<file path="config.mk">
export PLATFORM = sky130hd
export DESIGN_NAME = wpseq_top
export DESIGN_NICKNAME = d
export VERILOG_FILES = /design/src/rtl/wpseq_pkg.sv /design/src/rtl/wpseq_fsm.sv /design/src/rtl/wpseq_mode_regs.sv /design/src/rtl/wpseq_erase_tmr.sv /design/src/rtl/wpseq_top.sv
export SDC_FILE = /design/constraint.sdc
export NUM_CORES = 1
export LEC_CHECK = 0
export BUFFER_PORTS_ARGS = -buffer_cell sky130_fd_sc_hd__buf_2
export CORE_MARGIN = 3
export CORE_UTILIZATION = 46
export CTS_BUF_LIST = sky130_fd_sc_hd__clkbuf_4
export CTS_CLUSTER_DIAMETER = 30
export DETAILED_ROUTE_END_ITERATION = 6
export HOLD_SLACK_MARGIN = 0.12
export PLACE_DENSITY = 0.83
export SYNTH_ARGS = -nofsm -noshare
export SYNTH_HDL_FRONTEND = slang
export SYNTH_SLANG_ARGS = --single-unit
</file>
<file path="constraint.sdc">
create_clock -name clk -period 2.7 [get_ports clk]
set_input_delay 0.27 -clock clk [delete_from_list [all_inputs] [get_ports clk]]
set_output_delay 0.27 -clock clk [all_outputs]
set_load 0.005 [all_outputs]
</file>
<file path="src/rtl/wpseq_pkg.sv">
package wpseq_pkg;

    typedef enum logic [2:0] {
        SQ_IDLE = 3'd0,
        SQ_A1   = 3'd1,
        SQ_A2   = 3'd2,
        SQ_EXT  = 3'd3,
        SQ_B1   = 3'd4,
        SQ_B2   = 3'd5
    } seq_st_e;

    typedef enum logic [2:0] {
        ACT_NONE  = 3'd0,
        ACT_PROG  = 3'd1,
        ACT_IDX   = 3'd2,
        ACT_DIS   = 3'd3,
        ACT_ERASE = 3'd4,
        ACT_IDN   = 3'd5
    } cmd_act_e;

endpackage

</file>
<file path="src/rtl/wpseq_fsm.sv">
module wpseq_fsm
    import wpseq_pkg::*;
#(
    parameter int          ADDR_W    = 16,
    parameter logic [15:0] ADR_UNLK1 = 16'h5555,
    parameter logic [15:0] ADR_UNLK2 = 16'h2AAA,
    parameter logic [7:0]  KEY1      = 8'hAA,
    parameter logic [7:0]  KEY2      = 8'h55,
    parameter logic [7:0]  CMD_PROG  = 8'hA0,
    parameter logic [7:0]  CMD_EXT   = 8'h80,
    parameter logic [7:0]  CMD_ERASE = 8'h10,
    parameter logic [7:0]  CMD_DIS   = 8'h20,
    parameter logic [7:0]  CMD_IDN   = 8'h60,
    parameter logic [7:0]  CMD_IDX   = 8'hF0
) (
    input  logic              clk,
    input  logic              rst_n,
    input  logic              stb,
    input  logic [ADDR_W-1:0] addr,
    input  logic [7:0]        cbyte,
    output seq_st_e           st,
    output cmd_act_e          act
);

    seq_st_e st_q, st_d;
    logic    at_a1, at_a2, key1_hit, key2_hit;

    assign at_a1    = (addr == ADDR_W'(ADR_UNLK1));
    assign at_a2    = (addr == ADDR_W'(ADR_UNLK2));
    assign key1_hit = at_a1 && (cbyte == KEY1);
    assign key2_hit = at_a2 && (cbyte == KEY2);

    always_ff @(posedge clk or negedge rst_n) begin
        if (!rst_n) st_q <= SQ_IDLE;
        else        st_q <= st_d;
    end

    always_comb begin
        st_d = st_q;
        if (stb) begin
            unique case (st_q)
                SQ_IDLE: st_d = key1_hit ? SQ_A1 : SQ_IDLE;
                SQ_A1:   st_d = key2_hit ? SQ_A2 : SQ_IDLE;
                SQ_A2:   st_d = (at_a1 && cbyte == CMD_EXT) ? SQ_EXT : SQ_IDLE;
                SQ_EXT:  st_d = key1_hit ? SQ_B1 : SQ_IDLE;
                SQ_B1:   st_d = key2_hit ? SQ_B2 : SQ_IDLE;
                SQ_B2:   st_d = SQ_IDLE;
                default: st_d = SQ_IDLE;
            endcase
        end
    end

    always_comb begin
        act = ACT_NONE;
        if (stb && at_a1) begin
            unique case (st_q)
                SQ_A2: begin
                    if (cbyte == CMD_PROG)     act = ACT_PROG;
                    else if (cbyte == CMD_IDX) act = ACT_IDX;
                end
                SQ_B2: begin
                    if (cbyte == CMD_ERASE)    act = ACT_ERASE;
                    else if (cbyte == CMD_DIS) act = ACT_DIS;
                    else if (cbyte == CMD_IDN) act = ACT_IDN;
                end
                default: act = ACT_NONE;
            endcase
        end
    end

    assign st = st_q;

endmodule

</file>
<file path="src/rtl/wpseq_mode_regs.sv">
module wpseq_mode_regs
    import wpseq_pkg::*;
#(
    parameter bit PROT_INIT = 1'b1
) (
    input  logic     clk,
    input  logic     rst_n,
    input  cmd_act_e act,
    input  logic     load_end,
    output logic     prot_q,
    output logic     arm_q,
    output logic     id_q
);

    always_ff @(posedge clk or negedge rst_n) begin
        if (!rst_n) begin
            prot_q <= PROT_INIT;
            arm_q  <= 1'b0;
            id_q   <= 1'b0;
        end else begin
            unique case (act)
                ACT_PROG: begin
                    prot_q <= 1'b1;
                    arm_q  <= 1'b1;
                end
                ACT_DIS: begin
                    prot_q <= 1'b0;
                    arm_q  <= 1'b0;
                end
                ACT_ERASE: arm_q <= 1'b0;
                ACT_IDN:   id_q  <= 1'b1;
                ACT_IDX:   id_q  <= 1'b0;
                ACT_NONE:  if (load_end) arm_q <= 1'b0;
                default:   arm_q <= arm_q;
            endcase
        end
    end

endmodule

</file>
<file path="src/rtl/wpseq_erase_tmr.sv">
module wpseq_erase_tmr #(
    parameter int ERASE_CYCLES = 1000
) (
    input  logic clk,
    input  logic rst_n,
    input  logic start,
    output logic busy
);

    localparam int CNT_W = $clog2(ERASE_CYCLES + 1);

    logic [CNT_W-1:0] cnt_q;

    always_ff @(posedge clk or negedge rst_n) begin
        if (!rst_n) begin
            busy  <= 1'b0;
            cnt_q <= '0;
        end else if (busy) begin
            if (cnt_q == '0) busy  <= 1'b0;
            else             cnt_q <= cnt_q - 1'b1;
        end else if (start) begin
            busy  <= 1'b1;
            cnt_q <= CNT_W'(ERASE_CYCLES - 1);
        end
    end

endmodule

</file>
<file path="src/rtl/wpseq_top.sv">
module wpseq_top
    import wpseq_pkg::*;
#(
    parameter int          ADDR_W       = 16,
    parameter int          DATA_W       = 16,
    parameter logic [15:0] ADR_UNLK1    = 16'h5555,
    parameter logic [15:0] ADR_UNLK2    = 16'h2AAA,
    parameter logic [7:0]  KEY1         = 8'hAA,
    parameter logic [7:0]  KEY2         = 8'h55,
    parameter logic [7:0]  CMD_PROG     = 8'hA0,
    parameter logic [7:0]  CMD_EXT      = 8'h80,
    parameter logic [7:0]  CMD_ERASE    = 8'h10,
    parameter logic [7:0]  CMD_DIS      = 8'h20,
    parameter logic [7:0]  CMD_IDN      = 8'h60,
    parameter logic [7:0]  CMD_IDX      = 8'hF0,
    parameter logic [15:0] MFR_CODE     = 16'h00DA,
    parameter logic [15:0] DEV_CODE     = 16'h004F,
    parameter int          ERASE_CYCLES = 1000,
    parameter bit          PROT_INIT    = 1'b1
) (
    input  logic              clk,
    input  logic              rst_n,
    input  logic              wr_stb,
    input  logic [ADDR_W-1:0] wr_addr,
    input  logic [DATA_W-1:0] wr_data,
    input  logic              load_end,
    input  logic [ADDR_W-1:0] rd_addr,
    output logic              prot_on,
    output logic              wr_permit,
    output logic              erase_busy,
    output logic              id_mode,
    output logic [DATA_W-1:0] id_word
);

    seq_st_e  seq_st;
    cmd_act_e seq_act;
    logic     stb_ok, arm_q, unused_hi;

    assign unused_hi = ^wr_data[DATA_W-1:8];
    assign stb_ok    = wr_stb && !erase_busy;

    wpseq_fsm #(
        .ADDR_W(ADDR_W), .ADR_UNLK1(ADR_UNLK1), .ADR_UNLK2(ADR_UNLK2),
        .KEY1(KEY1), .KEY2(KEY2), .CMD_PROG(CMD_PROG), .CMD_EXT(CMD_EXT),
        .CMD_ERASE(CMD_ERASE), .CMD_DIS(CMD_DIS), .CMD_IDN(CMD_IDN),
        .CMD_IDX(CMD_IDX)
    ) fsm_i (
        .clk(clk), .rst_n(rst_n), .stb(stb_ok), .addr(wr_addr),
        .cbyte(wr_data[7:0]), .st(seq_st), .act(seq_act)
    );

    wpseq_mode_regs #(.PROT_INIT(PROT_INIT)) regs_i (
        .clk(clk), .rst_n(rst_n), .act(seq_act), .load_end(load_end),
        .prot_q(prot_on), .arm_q(arm_q), .id_q(id_mode)
    );

    wpseq_erase_tmr #(.ERASE_CYCLES(ERASE_CYCLES)) tmr_i (
        .clk(clk), .rst_n(rst_n), .start(seq_act == ACT_ERASE),
        .busy(erase_busy)
    );

    always_comb begin
        wr_permit = !erase_busy && (!prot_on || arm_q);
        if (rd_addr == ADDR_W'(0))      id_word = DATA_W'(MFR_CODE);
        else if (rd_addr == ADDR_W'(1)) id_word = DATA_W'(DEV_CODE);
        else                            id_word = '0;
    end

endmodule

</file>
Word-level counts from Yosys, hierarchy flattened. Cells that the tools add are included.

Add/subtract/negate cells: 1. Multiply operators: 0. Div/mod/pow operators: 0. Magnitude comparators: 0. Equality and inequality tests: 23. Shifts and indexed selects: 0. Multiplexer cells: 25. Bitwise operators: 0. Reduce and logical (&&, ||, !) cells: 20.

Operators by type and width (number): == test 8 bit, second input constant (4); two-way mux 10 bit (3); two-way mux 3 bit (7); == test 16 x 1 -> 1 bit, second input constant (1); == test 16 x 14 -> 1 bit, second input constant (1); == test 16 x 15 -> 1 bit, second input constant (1); == test 8 x 7 -> 1 bit, second input constant (2); logical NOT 16 bit (1); case mux 3 bit (5 select lines) (1); == test 3 x 2 -> 1 bit, second input constant (4); == test 3 bit, second input constant (4); logical NOT 10 bit (1); subtractor 10 x 1 -> 10 bit, second input constant (1); == test 8 x 5 -> 1 bit, second input constant (1); == test 8 x 6 -> 1 bit, second input constant (1); two-way mux 8 bit (1); two-way mux 7 bit (1); == test 3 x 1 -> 1 bit, second input constant (2); logical AND 1 bit (6); logical NOT 3 bit (2); two-way mux 2 bit (3); case mux 3 bit (2 select lines) (1); nonzero test 2 bit (3); two-way mux 1 bit (5); 8 further kinds (12).

Register bits: 17. Latch bits: 0. RAM bits: 0. ROM bits: 0. Input bits: 52. Output and inout port bits: 20. Logic and storage cells: 75. Memories kept: 0.

Depth between registers and ports, before layout.
Depth in word-level cells: 10. Mapped depth: 7. Mapped depth without buffers: 7.

Cells and area by module. A second synthesis with hierarchy kept.

Cells, all modules: 159. Area total of the unflattened synthesis: 1356.3 sq um.

Modules (own cells, without submodules): wpseq_erase_tmr (times used 1, cells an instance 61, area each 570.5 sq um, sequential area each 275.3 sq um); wpseq_fsm (times used 1, cells an instance 56, area each 452.9 sq um, sequential area each 75.1 sq um); wpseq_top (times used 1, cells an instance 27, area each 190.2 sq um, sequential area each 0.0 sq um); wpseq_mode_regs (times used 1, cells an instance 15, area each 142.6 sq um, sequential area each 76.3 sq um).

Worst setup path before layout. OpenSTA, ideal clock, no wires.

Kind: register to register. From: register tmr_i.cnt_q[0]. To: register tmr_i.cnt_q[1]. Setup time: 125 ps. Data arrival time: 1907 ps. Required time: 2575 ps. Slack: 668 ps. Stages on the path, launching flop included: 8. Path buffers: 0. Period minus slack after synthesis: 2032 ps. Cells stage by stage: dfrtp_1 inv_1 ha_1 or4b_1 or4_4 nand2_4 o21ai_4 mux2_4.

Cells in the longest elaborated chain, start to end: 3. Elaborated cells on any way between the ends: 6. Those cells by class: add/sub (1); eq/ne (1); mux (2); reduce/logical (2).

Ends and longest elaborated chain: start, declared (RTL line wpseq_erase_tmr.sv:12) `logic [CNT_W-1:0] cnt_q;`; start signal, assigned (RTL line wpseq_erase_tmr.sv:20) `else cnt_q <= cnt_q - 1'b1;`; start signal, assigned (RTL line wpseq_erase_tmr.sv:23) `cnt_q <= CNT_W'(ERASE_CYCLES - 1);`; subtractor 10 x 1 -> 10 bit or logical NOT 10 bit (tied branches) (RTL line wpseq_erase_tmr.sv:20, wpseq_erase_tmr.sv:19); two-way mux 10 bit or inequality test 2 bit (tied branches); two-way mux 10 bit or AND reduction 2 bit (tied branches).

Parallel ways exist; a longest one is shown, timed or not. The select of a mux whose other input is x is not followed. A chain may end at the register's enable or synchronous reset.

Final worst setup path. Same ends and word-level chain as after synthesis.

==> impl_table.tex <==
\begin{tabular}{lr}
\hline
Metric & Value \\
\hline
\multicolumn{2}{l}{\textbf{Status}} \\
Outcome & finished clean \\
\multicolumn{2}{l}{\textbf{Final layout}} \\
Synth-to-Final Area Change & 20.15\% \\
\# nets final & about 260 \\
Antenna diode instance count & 0 \\
Number of inserted filler cells in the final layout & around 260 \\
Utilization after layout & 0.5875 \\
Fraction of layout instances using a drive strength above 1 & 0.3366 \\
\multicolumn{2}{l}{\textbf{Clocking}} \\
Clock latency on the worst-skew pair & 0.30 ns \\
Number of gates given a new drive strength after cts & 0 \\
Clock tree from TritonCTS & built \\
CTS sink count & 17 \\
Clk pin slew, worst setup/hold paths & $\sim$0.10 ns \\
Hold-fix buffers, CTS & 1 \\
Number of buffers inserted during clock tree synthesis & 3 \\
H-tree depth reported by CTS & 1 \\
Maximum buffer depth of the clock tree & 2 \\
Buffers inserted by post-CTS timing repair & 0 \\
CTS Root Cell & sky130\_fd\_sc\_hd\_\_clkbuf\_4 \\
\multicolumn{2}{l}{\textbf{Routing}} \\
Residual antenna-violating net count after detailed routing & 0 \\
Total via count after detailed routing & about 1,300 \\
DRC marker count from the first detailed-route iteration & 40 \\
DR DRC count & 0 \\
Vias per std cell & about 5.6 \\
Pre-Repair DR Iteration Count & 4 \\
Routed len/inst & roughly 13 microns \\
Detailed-route wire length & slightly above 3000 microns \\
\multicolumn{2}{l}{\textbf{Global route}} \\
Antenna violations before repair & 0 \\
Remaining Overflow, GRT & 0 \\
Pin count of the biggest net entering global routing & 18 \\
First-pass GRT wire length & 4899 microns \\
Vias in the first global route & 1,211 \\
GRT Resource Usage Total & 0.1739 \\
\multicolumn{2}{l}{\textbf{Floorplan}} \\
Die W & approximately 60 microns \\
Number of placed I/O pins & 72 \\
Core Rows & 19 \\
Vertical extent of the die & around 60 microns \\
Starting utilization of the core area & 0.4890 \\
Core Box Area & 0.002781 sq mm \\
Full die area & $\sim$0.0036 sq mm \\
\multicolumn{2}{l}{\textbf{Power and ir drop}} \\
Overall power after layout & between 400 and 500 uW \\
Lkg Pwr & around 0.00076 uW \\
Areal power density over the cells & approximately 280 mW/mm\^{}2 \\
Max VDD drop & around 0.19 mV \\
\multicolumn{2}{l}{\textbf{Timing}} \\
RSZ-0062 raised after global routing & no \\
Max-slew violation total from the final report & 0 \\
Final-layout setup total negative slack & 0 ns \\
Setup violations, final & 0 \\
Min Clock Period, post-route & 2.161 ns \\
Max Clock Skew & 0.007726 ns \\
Hold violation count in the final report & 0 \\
Maximum clock frequency & between 400 and 500 MHz \\
Final worst path period share & 0.8002 \\
\multicolumn{2}{l}{\textbf{Logic synthesis}} \\
Fraction of registers with async set/reset & 1.000 \\
Yosys Warn Count & 0 \\
Mapped Area & approximately 0.0014 sq mm \\
Sequential area share after synthesis & 0.3137 \\
Netlist cell types & 56 \\
Yosys reg bits & 17 \\
Number of synthesized flops with an enable pin & 0 \\
Synthesized instance count & 150 \\
Most used flip-flop cell after synthesis & sky130\_fd\_sc\_hd\_\_dfrtp\_1 \\
Synthesized area per cell & around 9.1 sq um \\
\multicolumn{2}{l}{\textbf{Setup path}} \\
Type of the worst setup path & flip-flop to flip-flop \\
Launching element type of the critical path & flip-flop \\
Arrival time worst endpoint & 2.35 ns \\
Kind of end point of the critical path & flip-flop \\
Maximum net fanout on the critical path & 10 \\
Required time of the critical path & about 2.9 ns \\
\multicolumn{2}{l}{\textbf{Run}} \\
Number of maximum-capacitance violations & 0 \\
\multicolumn{2}{l}{\textbf{Placement}} \\
Routability congestion estimate & just under 0.8 \\
Port Buffers & 54 \\
Half-perimeter wire length after detailed placement & between 2000 and 2500 microns \\
\multicolumn{2}{l}{\textbf{Hold path}} \\
Kind of path behind the tightest hold check & primary input to flip-flop \\
\hline
\end{tabular}
sequential cells by signal (all words and copies together) (netlist names):
signal and count:
regs_i.id_q 1, tmr_i.cnt_q 10, tmr_i.busy 1, regs_i.arm_q 1, regs_i.prot_q 1, fsm_i.st 3
critical path, cell delays in order, from the launching register on:
cell                      delay, ns
sky130_fd_sc_hd__dfrtp_1       0.39
sky130_fd_sc_hd__inv_1         0.10
sky130_fd_sc_hd__ha_1          0.14
sky130_fd_sc_hd__or4b_1        0.42
sky130_fd_sc_hd__or4_4         0.46
sky130_fd_sc_hd__nand2_4       0.10
sky130_fd_sc_hd__o21ai_4       0.10
sky130_fd_sc_hd__mux2_4        0.32
final cells by class:
type,count,area (sq um),area share
Clock buffer,3,22.52,0.01378
Clock inverter,1,5.005,0.003063
Inverter,6,22.52,0.01378
Multi-Input combinational cell,119,830.8,0.5084
Sequential cell,17,426.7,0.2611
Tap cell,31,38.79,0.02374
Timing Repair Buffer,56,287.8,0.1761
path summary, 6_finish.rpt:
path                                 from              to  slack (ns)  cells past startpoint
setup / recovery           tmr_i.cnt_q[0]  tmr_i.cnt_q[1]        0.54                      7
hold / removal                   load_end    regs_i.arm_q        0.26                      4
setup reg to reg           tmr_i.cnt_q[0]  tmr_i.cnt_q[1]        0.54                      7
hold reg to reg               regs_i.id_q     regs_i.id_q        0.55                      1
max in group asynchronous           rst_n   regs_i.prot_q        1.99                      2
min in group asynchronous           rst_n  tmr_i.cnt_q[6]        0.40                      2
cell families (layout without fill, tap and decap cells):
kind of cell,Yosys count,after routing,synth area share
AOI/OAI and AO/OA,29,29,0.1619
xor gates and xnor gates,6,6,0.03864
adders and majority gates,2,2,0.01840
buffers and inverters,22,66,0.09751
DFF,17,17,0.3137
muxes,4,4,0.03495
other,1,9,0.002757
and+or+nand+nor,69,69,0.3321
cell usage in the layout, fill, tap and decap left out, types with 2 or more instances in the layout:
cell type                    n
sky130_fd_sc_hd__buf_2      54
sky130_fd_sc_hd__dfrtp_1    16
sky130_fd_sc_hd__nor2_1     13
sky130_fd_sc_hd__conb_1      9
sky130_fd_sc_hd__nand2_1     8
sky130_fd_sc_hd__inv_1       6
sky130_fd_sc_hd__nor4_1      6
sky130_fd_sc_hd__nand4_1     6
sky130_fd_sc_hd__nor4bb_1    6
sky130_fd_sc_hd__xnor2_1     6
sky130_fd_sc_hd__a2bb2oi_1   6
sky130_fd_sc_hd__nor3_1      4
sky130_fd_sc_hd__a21oi_1     3
sky130_fd_sc_hd__o31ai_1     3
sky130_fd_sc_hd__o21ai_0     3
sky130_fd_sc_hd__clkbuf_4    3
sky130_fd_sc_hd__nand2b_1    2
sky130_fd_sc_hd__or3_1       2
sky130_fd_sc_hd__or4b_1      2
sky130_fd_sc_hd__nor4b_1     2
sky130_fd_sc_hd__o21ai_1     2
sky130_fd_sc_hd__nor3b_1     2
sky130_fd_sc_hd__a211oi_1    2
sky130_fd_sc_hd__ha_1        2
power breakdown:
part	switching, uW	leakage, uW	internal, uW
Combinational	30.4	0.000551	31.5
Sequential	0.00000193	0.000187	255
Clock	84.6	0.0000177	55.3
Total	115	0.000756	341
synthesized netlist by cell type (4+ instances only):
library cell                number  area, sq um
sky130_fd_sc_hd__nand2_1         8        30.03
sky130_fd_sc_hd__nand4_1         6        37.54
sky130_fd_sc_hd__a2bb2oi_1       6        52.55
sky130_fd_sc_hd__inv_1           6        22.52
sky130_fd_sc_hd__nor2_1         13        48.80
sky130_fd_sc_hd__dfrtp_1        16        400.4
sky130_fd_sc_hd__nor3_1          4        20.02
sky130_fd_sc_hd__buf_4          13        97.59
sky130_fd_sc_hd__nor4_1          6        37.54
sky130_fd_sc_hd__xnor2_1         6        52.55
sky130_fd_sc_hd__nor4bb_1        6        60.06
metrics by stage:
stage / std cells / instance area (sq um) / setup slack [ns] / hold slack (ns)
final: 233 / 1634 / 0.5394 / 0.2620
after global routing: 233 / 1634 / 0.4494 / 0.2811
after CTS: 233 / 1634 / 0.5225 / 0.2508
after detailed placement: 228 / 1597 / 0.5574 / 0.2075
after global placement: 228 / 1597 / 0.5776 / 0.2044
after floorplan: 158 / 1390 / 0.6680 / -0.02559
layer usage:
| layer | vias up | wire (microns) | track usage |
|---|---|---|---|
| met5 | - | 0 | 0 |
| met4 | 0 | 51 | 0.08861 |
| met3 | 5 | 177 | 0.02553 |
| met2 | 42 | 1537 | 0.3040 |
| met1 | 609 | 1256 | 0.2060 |
| li1 | 652 | - | - |
No activity file was read; power rests on OpenSTA's default activity.
